### src/rtl/pwm_tb_pkg.sv
package pwm_tb_pkg;
  localparam int TB_DW   = 16;
  localparam int TB_AW   = 6;
  localparam int TB_PSW  = 3;
  localparam int MODE_LSB = 0;
  localparam int HS_LSB   = 7;
  localparam int CD_LSB   = HS_LSB + TB_PSW;

  localparam logic [TB_AW-1:0] OFF_CTRL  = 6'h00;
  localparam logic [TB_AW-1:0] OFF_COUNT = 6'h08;
  localparam logic [TB_AW-1:0] OFF_PRD   = 6'h0A;

  typedef enum logic [1:0] {
    MODE_UP   = 2'd0,
    MODE_DOWN = 2'd1,
    MODE_UPDN = 2'd2,
    MODE_HOLD = 2'd3
  } cnt_mode_e;

  function automatic int unsigned pow2_ratio(input logic [TB_PSW-1:0] n);
    return 32'd1 << n;
  endfunction

  function automatic int unsigned even_ratio(input logic [TB_PSW-1:0] n);
    return (n == '0) ? 32'd1 : 32'd2 * int'(n);
  endfunction

  function automatic int unsigned tick_ratio(input logic [TB_PSW-1:0] cd,
                                             input logic [TB_PSW-1:0] hs);
    return pow2_ratio(cd) * even_ratio(hs);
  endfunction
endpackage

### src/rtl/pwm_tb_regs.sv
module pwm_tb_regs
  import pwm_tb_pkg::*;
#(
  parameter int DW   = TB_DW,
  parameter int AW   = TB_AW,
  parameter int PS_W = TB_PSW
) (
  input  logic            clk,
  input  logic            rst_n,
  input  logic            wr_en,
  input  logic [AW-1:0]   wr_addr,
  input  logic [DW-1:0]   wr_data,
  input  logic [AW-1:0]   rd_addr,
  input  logic [DW-1:0]   count_in,
  output logic [DW-1:0]   rd_data,
  output logic [PS_W-1:0] cdiv,
  output logic [PS_W-1:0] hsdiv,
  output cnt_mode_e       mode,
  output logic [DW-1:0]   prd,
  output logic            ctrl_wr,
  output logic            cnt_wr
);
  localparam int CD_L = HS_LSB + PS_W;

  logic prd_wr;
  logic [DW-1:0] ctrl_view;

  assign ctrl_wr = wr_en && (wr_addr == AW'(OFF_CTRL));
  assign cnt_wr  = wr_en && (wr_addr == AW'(OFF_COUNT));
  assign prd_wr  = wr_en && (wr_addr == AW'(OFF_PRD));

  always_ff @(posedge clk or negedge rst_n) begin
    if (!rst_n) begin
      cdiv  <= '0;
      hsdiv <= '0;
      mode  <= MODE_HOLD;
    end else if (ctrl_wr) begin
      cdiv  <= wr_data[CD_L +: PS_W];
      hsdiv <= wr_data[HS_LSB +: PS_W];
      mode  <= cnt_mode_e'(wr_data[MODE_LSB +: 2]);
    end
  end

  always_ff @(posedge clk or negedge rst_n) begin
    if (!rst_n)      prd <= '0;
    else if (prd_wr) prd <= wr_data;
  end

  always_comb begin
    ctrl_view = '0;
    ctrl_view[CD_L +: PS_W]   = cdiv;
    ctrl_view[HS_LSB +: PS_W] = hsdiv;
    ctrl_view[MODE_LSB +: 2]  = mode;
  end

  always_comb begin
    unique case (rd_addr)
      AW'(OFF_CTRL):  rd_data = ctrl_view;
      AW'(OFF_COUNT): rd_data = count_in;
      AW'(OFF_PRD):   rd_data = prd;
      default:        rd_data = '0;
    endcase
  end
endmodule

### src/rtl/pwm_tb_prescale.sv
module pwm_tb_prescale #(
  parameter int PS_W = 3
) (
  input  logic            clk,
  input  logic            rst_n,
  input  logic            restart,
  input  logic [PS_W-1:0] cdiv,
  input  logic [PS_W-1:0] hsdiv,
  output logic            tick
);
  localparam int C1W = (1 << PS_W) - 1;
  localparam int C2W = PS_W + 1;

  logic [C1W:0]   one_hot;
  logic [C1W-1:0] lim1, c1_q;
  logic [C2W-1:0] lim2, c2_q;
  logic           en1;

  assign one_hot = (C1W+1)'(1) << cdiv;
  assign lim1    = C1W'(one_hot - (C1W+1)'(1));
  assign lim2    = (hsdiv == '0) ? '0 : C2W'({hsdiv, 1'b0} - C2W'(1));
  assign en1     = (c1_q == lim1);
  assign tick    = en1 && (c2_q == lim2);

  always_ff @(posedge clk or negedge rst_n) begin
    if (!rst_n)       c1_q <= '0;
    else if (restart) c1_q <= '0;
    else if (en1)     c1_q <= '0;
    else              c1_q <= c1_q + C1W'(1);
  end

  always_ff @(posedge clk or negedge rst_n) begin
    if (!rst_n)       c2_q <= '0;
    else if (restart) c2_q <= '0;
    else if (en1)     c2_q <= (c2_q == lim2) ? '0 : c2_q + C2W'(1);
  end
endmodule

### src/rtl/pwm_tb_counter.sv
module pwm_tb_counter
  import pwm_tb_pkg::*;
#(
  parameter int DW = TB_DW
) (
  input  logic          clk,
  input  logic          rst_n,
  input  logic          tick,
  input  cnt_mode_e     mode,
  input  logic [DW-1:0] prd,
  input  logic          load,
  input  logic [DW-1:0] load_val,
  input  logic          dir_reset,
  output logic [DW-1:0] count,
  output logic          dir_up,
  output logic          evt_zero,
  output logic          evt_period
);
  logic [DW-1:0] cnt_q, cnt_d;
  logic          dir_q, dir_d;
  logic          active, at_zero, at_prd;

  assign at_zero = (cnt_q == '0);
  assign at_prd  = (cnt_q == prd);
  assign active  = tick && (mode != MODE_HOLD);

  always_comb begin
    cnt_d = cnt_q;
    dir_d = dir_q;
    if (load) begin
      cnt_d = load_val;
    end else if (active) begin
      unique case (mode)
        MODE_UP:   cnt_d = at_prd ? '0 : cnt_q + DW'(1);
        MODE_DOWN: cnt_d = at_zero ? prd : cnt_q - DW'(1);
        MODE_UPDN: begin
          if (at_prd && at_zero) begin
            cnt_d = '0;
          end else if (dir_q) begin
            if (at_prd) begin
              dir_d = 1'b0;
              cnt_d = cnt_q - DW'(1);
            end else begin
              cnt_d = cnt_q + DW'(1);
            end
          end else begin
            if (at_zero) begin
              dir_d = 1'b1;
              cnt_d = cnt_q + DW'(1);
            end else begin
              cnt_d = cnt_q - DW'(1);
            end
          end
        end
        default: cnt_d = cnt_q;
      endcase
    end
    if (dir_reset) dir_d = 1'b1;
  end

  always_ff @(posedge clk or negedge rst_n) begin
    if (!rst_n) begin
      cnt_q <= '0;
      dir_q <= 1'b1;
    end else begin
      cnt_q <= cnt_d;
      dir_q <= dir_d;
    end
  end

  assign count      = cnt_q;
  assign evt_zero   = active && at_zero;
  assign evt_period = active && at_prd;

  always_comb begin
    unique case (mode)
      MODE_UP:   dir_up = 1'b1;
      MODE_DOWN: dir_up = 1'b0;
      default:   dir_up = dir_q;
    endcase
  end
endmodule

### src/rtl/pwm_timebase.sv
module pwm_timebase
  import pwm_tb_pkg::*;
#(
  parameter int DW   = TB_DW,
  parameter int AW   = TB_AW,
  parameter int PS_W = TB_PSW
) (
  input  logic          clk,
  input  logic          rst_n,
  input  logic          wr_en,
  input  logic [AW-1:0] wr_addr,
  input  logic [DW-1:0] wr_data,
  input  logic [AW-1:0] rd_addr,
  output logic [DW-1:0] rd_data,
  output logic [DW-1:0] count,
  output logic          dir_up,
  output logic          tick,
  output logic          evt_zero,
  output logic          evt_period
);
  logic [PS_W-1:0] cdiv_w, hs_w;
  cnt_mode_e       mode_w;
  logic [DW-1:0]   prd_w;
  logic            ctrl_wr_w, cnt_wr_w;

  pwm_tb_regs #(.DW(DW), .AW(AW), .PS_W(PS_W)) u_regs (
    .clk(clk), .rst_n(rst_n), .wr_en(wr_en), .wr_addr(wr_addr),
    .wr_data(wr_data), .rd_addr(rd_addr), .count_in(count),
    .rd_data(rd_data), .cdiv(cdiv_w), .hsdiv(hs_w), .mode(mode_w),
    .prd(prd_w), .ctrl_wr(ctrl_wr_w), .cnt_wr(cnt_wr_w)
  );

  pwm_tb_prescale #(.PS_W(PS_W)) u_pre (
    .clk(clk), .rst_n(rst_n), .restart(ctrl_wr_w),
    .cdiv(cdiv_w), .hsdiv(hs_w), .tick(tick)
  );

  pwm_tb_counter #(.DW(DW)) u_cnt (
    .clk(clk), .rst_n(rst_n), .tick(tick), .mode(mode_w), .prd(prd_w),
    .load(cnt_wr_w), .load_val(wr_data), .dir_reset(ctrl_wr_w),
    .count(count), .dir_up(dir_up), .evt_zero(evt_zero),
    .evt_period(evt_period)
  );
endmodule

### config.mk
export PLATFORM = sky130hd
export DESIGN_NAME = pwm_timebase
export DESIGN_NICKNAME = d
export VERILOG_FILES = /design/src/rtl/pwm_tb_pkg.sv /design/src/rtl/pwm_tb_regs.sv /design/src/rtl/pwm_tb_prescale.sv /design/src/rtl/pwm_tb_counter.sv /design/src/rtl/pwm_timebase.sv
export SDC_FILE = /design/constraint.sdc
export NUM_CORES = 1
export LEC_CHECK = 0
export BUFFER_PORTS_ARGS = -buffer_cell sky130_fd_sc_hd__clkbuf_2
export CORE_MARGIN = 5
export CORE_UTILIZATION = 55
export CTS_BUF_LIST = sky130_fd_sc_hd__clkbuf_8
export CTS_CLUSTER_DIAMETER = 60
export CTS_CLUSTER_SIZE = 25
export DETAILED_ROUTE_END_ITERATION = 6
export PLACE_DENSITY = 0.79
export SLEW_MARGIN = 20
export SYNTH_ARGS = -nofsm -noshare
export SYNTH_HDL_FRONTEND = slang
export SYNTH_HIERARCHICAL = 1
export SYNTH_SLANG_ARGS = --single-unit
### constraint.sdc
create_clock -name clk -period 2.75 [get_ports clk]
set_input_delay 0.275 -clock clk [delete_from_list [all_inputs] [get_ports clk]]
set_output_delay 0.275 -clock clk [all_outputs]
set_load 0.01 [all_outputs]
==> reports/summary.txt <==
synthesized area = 4220 sq um
P_int = 2.06 mW
mean area per synthesized cell = 9.37 sq um
CTS sink cnt = 52
Reg clk slew, reported paths = 0.11 ns
Post-route DRC = 0
Port Buf Inserts = 66
FF-to-FF End = u_cnt/count[11]$_DFFE_PN0P_
Buf+Inv Stages, Crit Path = 0
first-pass GRT wire length = 20700 um
Comb pwr share = 52.5%
clk_lat worst skew = 0.31 ns
non-filler cells in the finished layout = 635
number of synthesized register bits = 52
ANT nets after route = 0
Post-synth EDFFs = 0
max_cap viols = 0
fin crit period = 2.66 ns
vias in the first global route = 4154
post-synth net total = 492
Worst EP required = 2.95 ns
Slew HR = 40.7%
Overflow after GRT = 0
Post-synth top flop = dfrtp_1
Max stage delay on crit path = 0.53 ns
critical-path cell list = or4_4 > o22ai_4 > o32ai_2 > nor3_2 > nand2b_1 > nor2_2 > nand2_2 > a21oi_2 > a31oi_1 > o221a_1
core footprint = 7610 sq um
Critical-path top delay cell = or4_4
maximum clock path buffer count = 2
layout cell share with drive strength beyond 1 = 32.5%
sw power = 1.69 mW
area grow syn2layout = 17.2%
CP startpoint kind = flop
compound-gate portion of the synthesized area = 21.2%
cells after synthesis = 450
H-tree lvl count = 2
Distinct cells, synth = 78
initial antenna violation count = 0
post-synthesis mux area share = 9.44%
Fin Hold WS = 0.0635 ns
GRT Util Overall = 26.3%
vias per cell = 6.46
FF-to-FF Start = u_regs/cdiv[2]$_DFFE_PN0P_
Pwr Density = 759 nW/um^2
worst slew pin tran = 0.889 ns
die area = 9520 sq um
Pre-Repair DR Iteration Count = 6
detailed-route via count = 4105
ANT cells = 0
CP Class = reg2reg
Routed WL per cell = 20.0 um
post-synthesis sequential area ratio = 30.9%
Critical Path AT = 2.87 ns
number of fill cells = 652
Max Freq = 375 MHz
largest net degree at the start of global routing = 35
maximum resistive drop on vdd = 0.435 mV
drt total wl = 12700 um
Clock Skew = 0.0111 ns
Sw Share = 45.1%
Root Buffer = clkbuf_8
period utilization = 96.9%
clock power share = 12.4%
worst-path fanout max = 6
HPWL Detailed = 9560 um
synth warn = 6
I/O Pins = 67
CTS tree = built
Post-Synth Adder-Cell Area = 3.26%
fin. max-slew vios = 0
CP endpoint kind = flop
Flop pwr share = 35.1%
std cell rows = 32
Synth Area in XOR/XNOR = 8.31%
largest family of logic cells by synthesized area = compound AO/OA/AOI/OAI gates
RSZ-0062 raised after global routing = yes
Die X = 97.6 um
worst min path class = in2async
Levels on crit path = 10
nets@finish = 574
Register-to-Register Setup Slack = 0.09 ns
cts bufs inserted = 5
Fin. Hold Viols = 0
Starting Density = 55.4%
dpl cells = 625
Post-Synth Simple-Gate Area = 21.0%
status = finished, final reports clean
kind of cell adding the most delay to the critical path = simple AND/OR/NAND/NOR gates
Async SR Flop Fraction = 100%
die height = 97.6 um
FF-to-FF path depth = 10
Routability Congestion = 1.06
hold buffer count at CTS = 0
final setup vio count = 0
DRT iter0 DRCs = 417
leak pwr = 2.15 nW
==> logic make-up (layout without fill, tap and decap cells) <==
logic type | count (synthesis) | in the layout
buffers and inverters | 47 | 130
multiplexers | 33 | 33
AND/OR/NAND/NOR | 148 | 148
XOR/XNOR | 40 | 40
AO/OA/AOI/OAI | 119 | 119
flip-flops | 52 | 52
adder cells (fa/ha/maj) | 11 | 11
==> layer usage <==
| layer | track usage (%) | up-vias | share of wire, % |
|---|---|---|---|
| met2 | 43.7 | 260 | 47 |
| li1 | - | 1857 | - |
| met4 | 9.58 | 0 | 3.4 |
| met5 | 0 | - | 0 |
| met1 | 34.4 | 1941 | 40 |
| met3 | 4.59 | 47 | 8.9 |
==> layout by cell type (no fill, tap or decap), types with 4 or more instances in the layout <==
cell type,synthesis,layout
nand2_1,26,25
buf_4,5,40
clkbuf_8,0,5
nand2b_1,4,4
mux2_4,10,10
dfrtp_1,49,46
nand4_1,11,11
o211ai_1,4,4
nor3_1,19,17
ha_1,11,11
mux2_2,14,14
mux2i_1,9,9
a31oi_1,7,7
a211oi_1,10,10
o2bb2ai_1,8,8
inv_1,16,16
nor2_1,24,23
nor3b_1,4,4
a22o_1,9,9
and3_1,5,5
xnor2_1,31,31
nand3_1,14,14
clkbuf_2,0,66
o21ai_0,8,7
nor4_1,4,4
a22oi_1,6,6
xor2_1,9,9
o22ai_1,11,11
a21oi_1,21,19
o221a_1,4,4
==> synth_stat cells, types with 3 or more instances <==
cell        n  area share (%)
a211oi_1   10             1.8
a21o_1      3            0.53
a21oi_1    21             2.5
a221oi_1    4            0.83
a22o_1      9             1.9
a22oi_1     6             1.1
a31oi_1     7             1.0
and3_1      5            0.74
buf_2      12             1.4
buf_4       5            0.89
clkbuf_1   10            0.89
dfrtp_1    49              29
dfstp_2     3             1.9
ha_1       11             3.3
inv_1      16             1.4
mux2_2     14             3.7
mux2_4     10             3.6
mux2i_1     9             2.1
nand2_1    26             2.3
nand2b_1    4            0.59
nand3_1    14             1.7
nand4_1    11             1.6
nor2_1     24             2.1
nor2b_1     3            0.45
nor3_1     19             2.3
nor3b_1     4            0.71
nor4_1      4            0.59
nor4_4      3             1.5
o211ai_1    4            0.71
o21ai_0     8            0.95
o221a_1     4             1.1
o22ai_1    11             1.6
o2bb2ai_1   8             1.7
o31ai_1     3            0.53
or3_1       3            0.45
or3b_1      3            0.62
xnor2_1    31             6.4
xor2_1      9             1.9
==> state kept, by name, indices dropped and copies added (netlist names) <==
name          cells
u_regs/prd       16
u_cnt/count      16
u_pre/c2_q        4
u_cnt/dir_q       1
u_regs/hsdiv      3
u_pre/c1_q        7
u_regs/cdiv       3
u_regs/mode       2
==> final cells by class <==
cell class	instances	area [sq um]	area share [%]
clock buffer	5	68.8	1.39
timing repair buffer	106	631	12.8
multi-input combinational	351	2720	55.1
sequential	52	1310	26.5
tap	102	128	2.58
clock inverter	3	22.5	0.456
inverter	16	60.1	1.22
==> how the worst max path moves through the flow <==
stage                               start                          end  slack, ns
2_1_floorplan  u_regs/cdiv[2]$_DFFE_PN0P_  u_cnt/count[11]$_DFFE_PN0P_       0.07
3_3_place_gp   u_regs/cdiv[2]$_DFFE_PN0P_  u_cnt/count[11]$_DFFE_PN0P_       0.13
3_5_place_dp   u_regs/cdiv[2]$_DFFE_PN0P_  u_cnt/count[12]$_DFFE_PN0P_       -0.1
4_1_cts        u_regs/cdiv[2]$_DFFE_PN0P_   u_cnt/count[4]$_DFFE_PN0P_      0.007
5_1_grt        u_regs/cdiv[2]$_DFFE_PN0P_  u_cnt/count[11]$_DFFE_PN0P_      -0.02
6_report       u_regs/cdiv[2]$_DFFE_PN0P_  u_cnt/count[11]$_DFFE_PN0P_       0.09
==> power groups by stage <==
stage               Combinational (mW)  Clock (mW)  Sequential (mW)
CTS                               1.91       0.475             1.31
global placement                  1.85           0             1.31
global route                      2.13       0.507             1.36
finish                            1.97       0.466             1.32
detailed placement                1.90           0             1.32
floorplan                         1.35           0             1.23
==> timing repair <==
| item | CTS | global route |
|---|---|---|
| endpoints found under the hold margin | 0 | 0 |
| gates cloned | 0 | 0 |
| buffers inserted | 0 | 2 |
| setup endpoints to repair | 4 | 16 |
| resized for setup | 3 | 13 |
| pin swaps | 0 | 4 |
==> stage by stage <==
| step | area [sq um] | power [mW] | setup slack, ns | util, % | TNS [ns] |
|---|---|---|---|---|---|
| floorplan | 4220 | 2.57 | 0.0659 | - | 0 |
| global placement | 4780 | 3.16 | 0.128 | 62.9 | 0 |
| detailed placement | 4780 | 3.22 | -0.0953 | 62.9 | -0.161 |
| CTS | 4880 | 3.69 | 0.00747 | 64.2 | 0 |
| global route | 4940 | 4.00 | -0.0223 | 65.0 | -0.0282 |
| finish | 4940 | 3.75 | 0.0851 | 65.0 | 0 |
(Power assumes the default switching activity.)
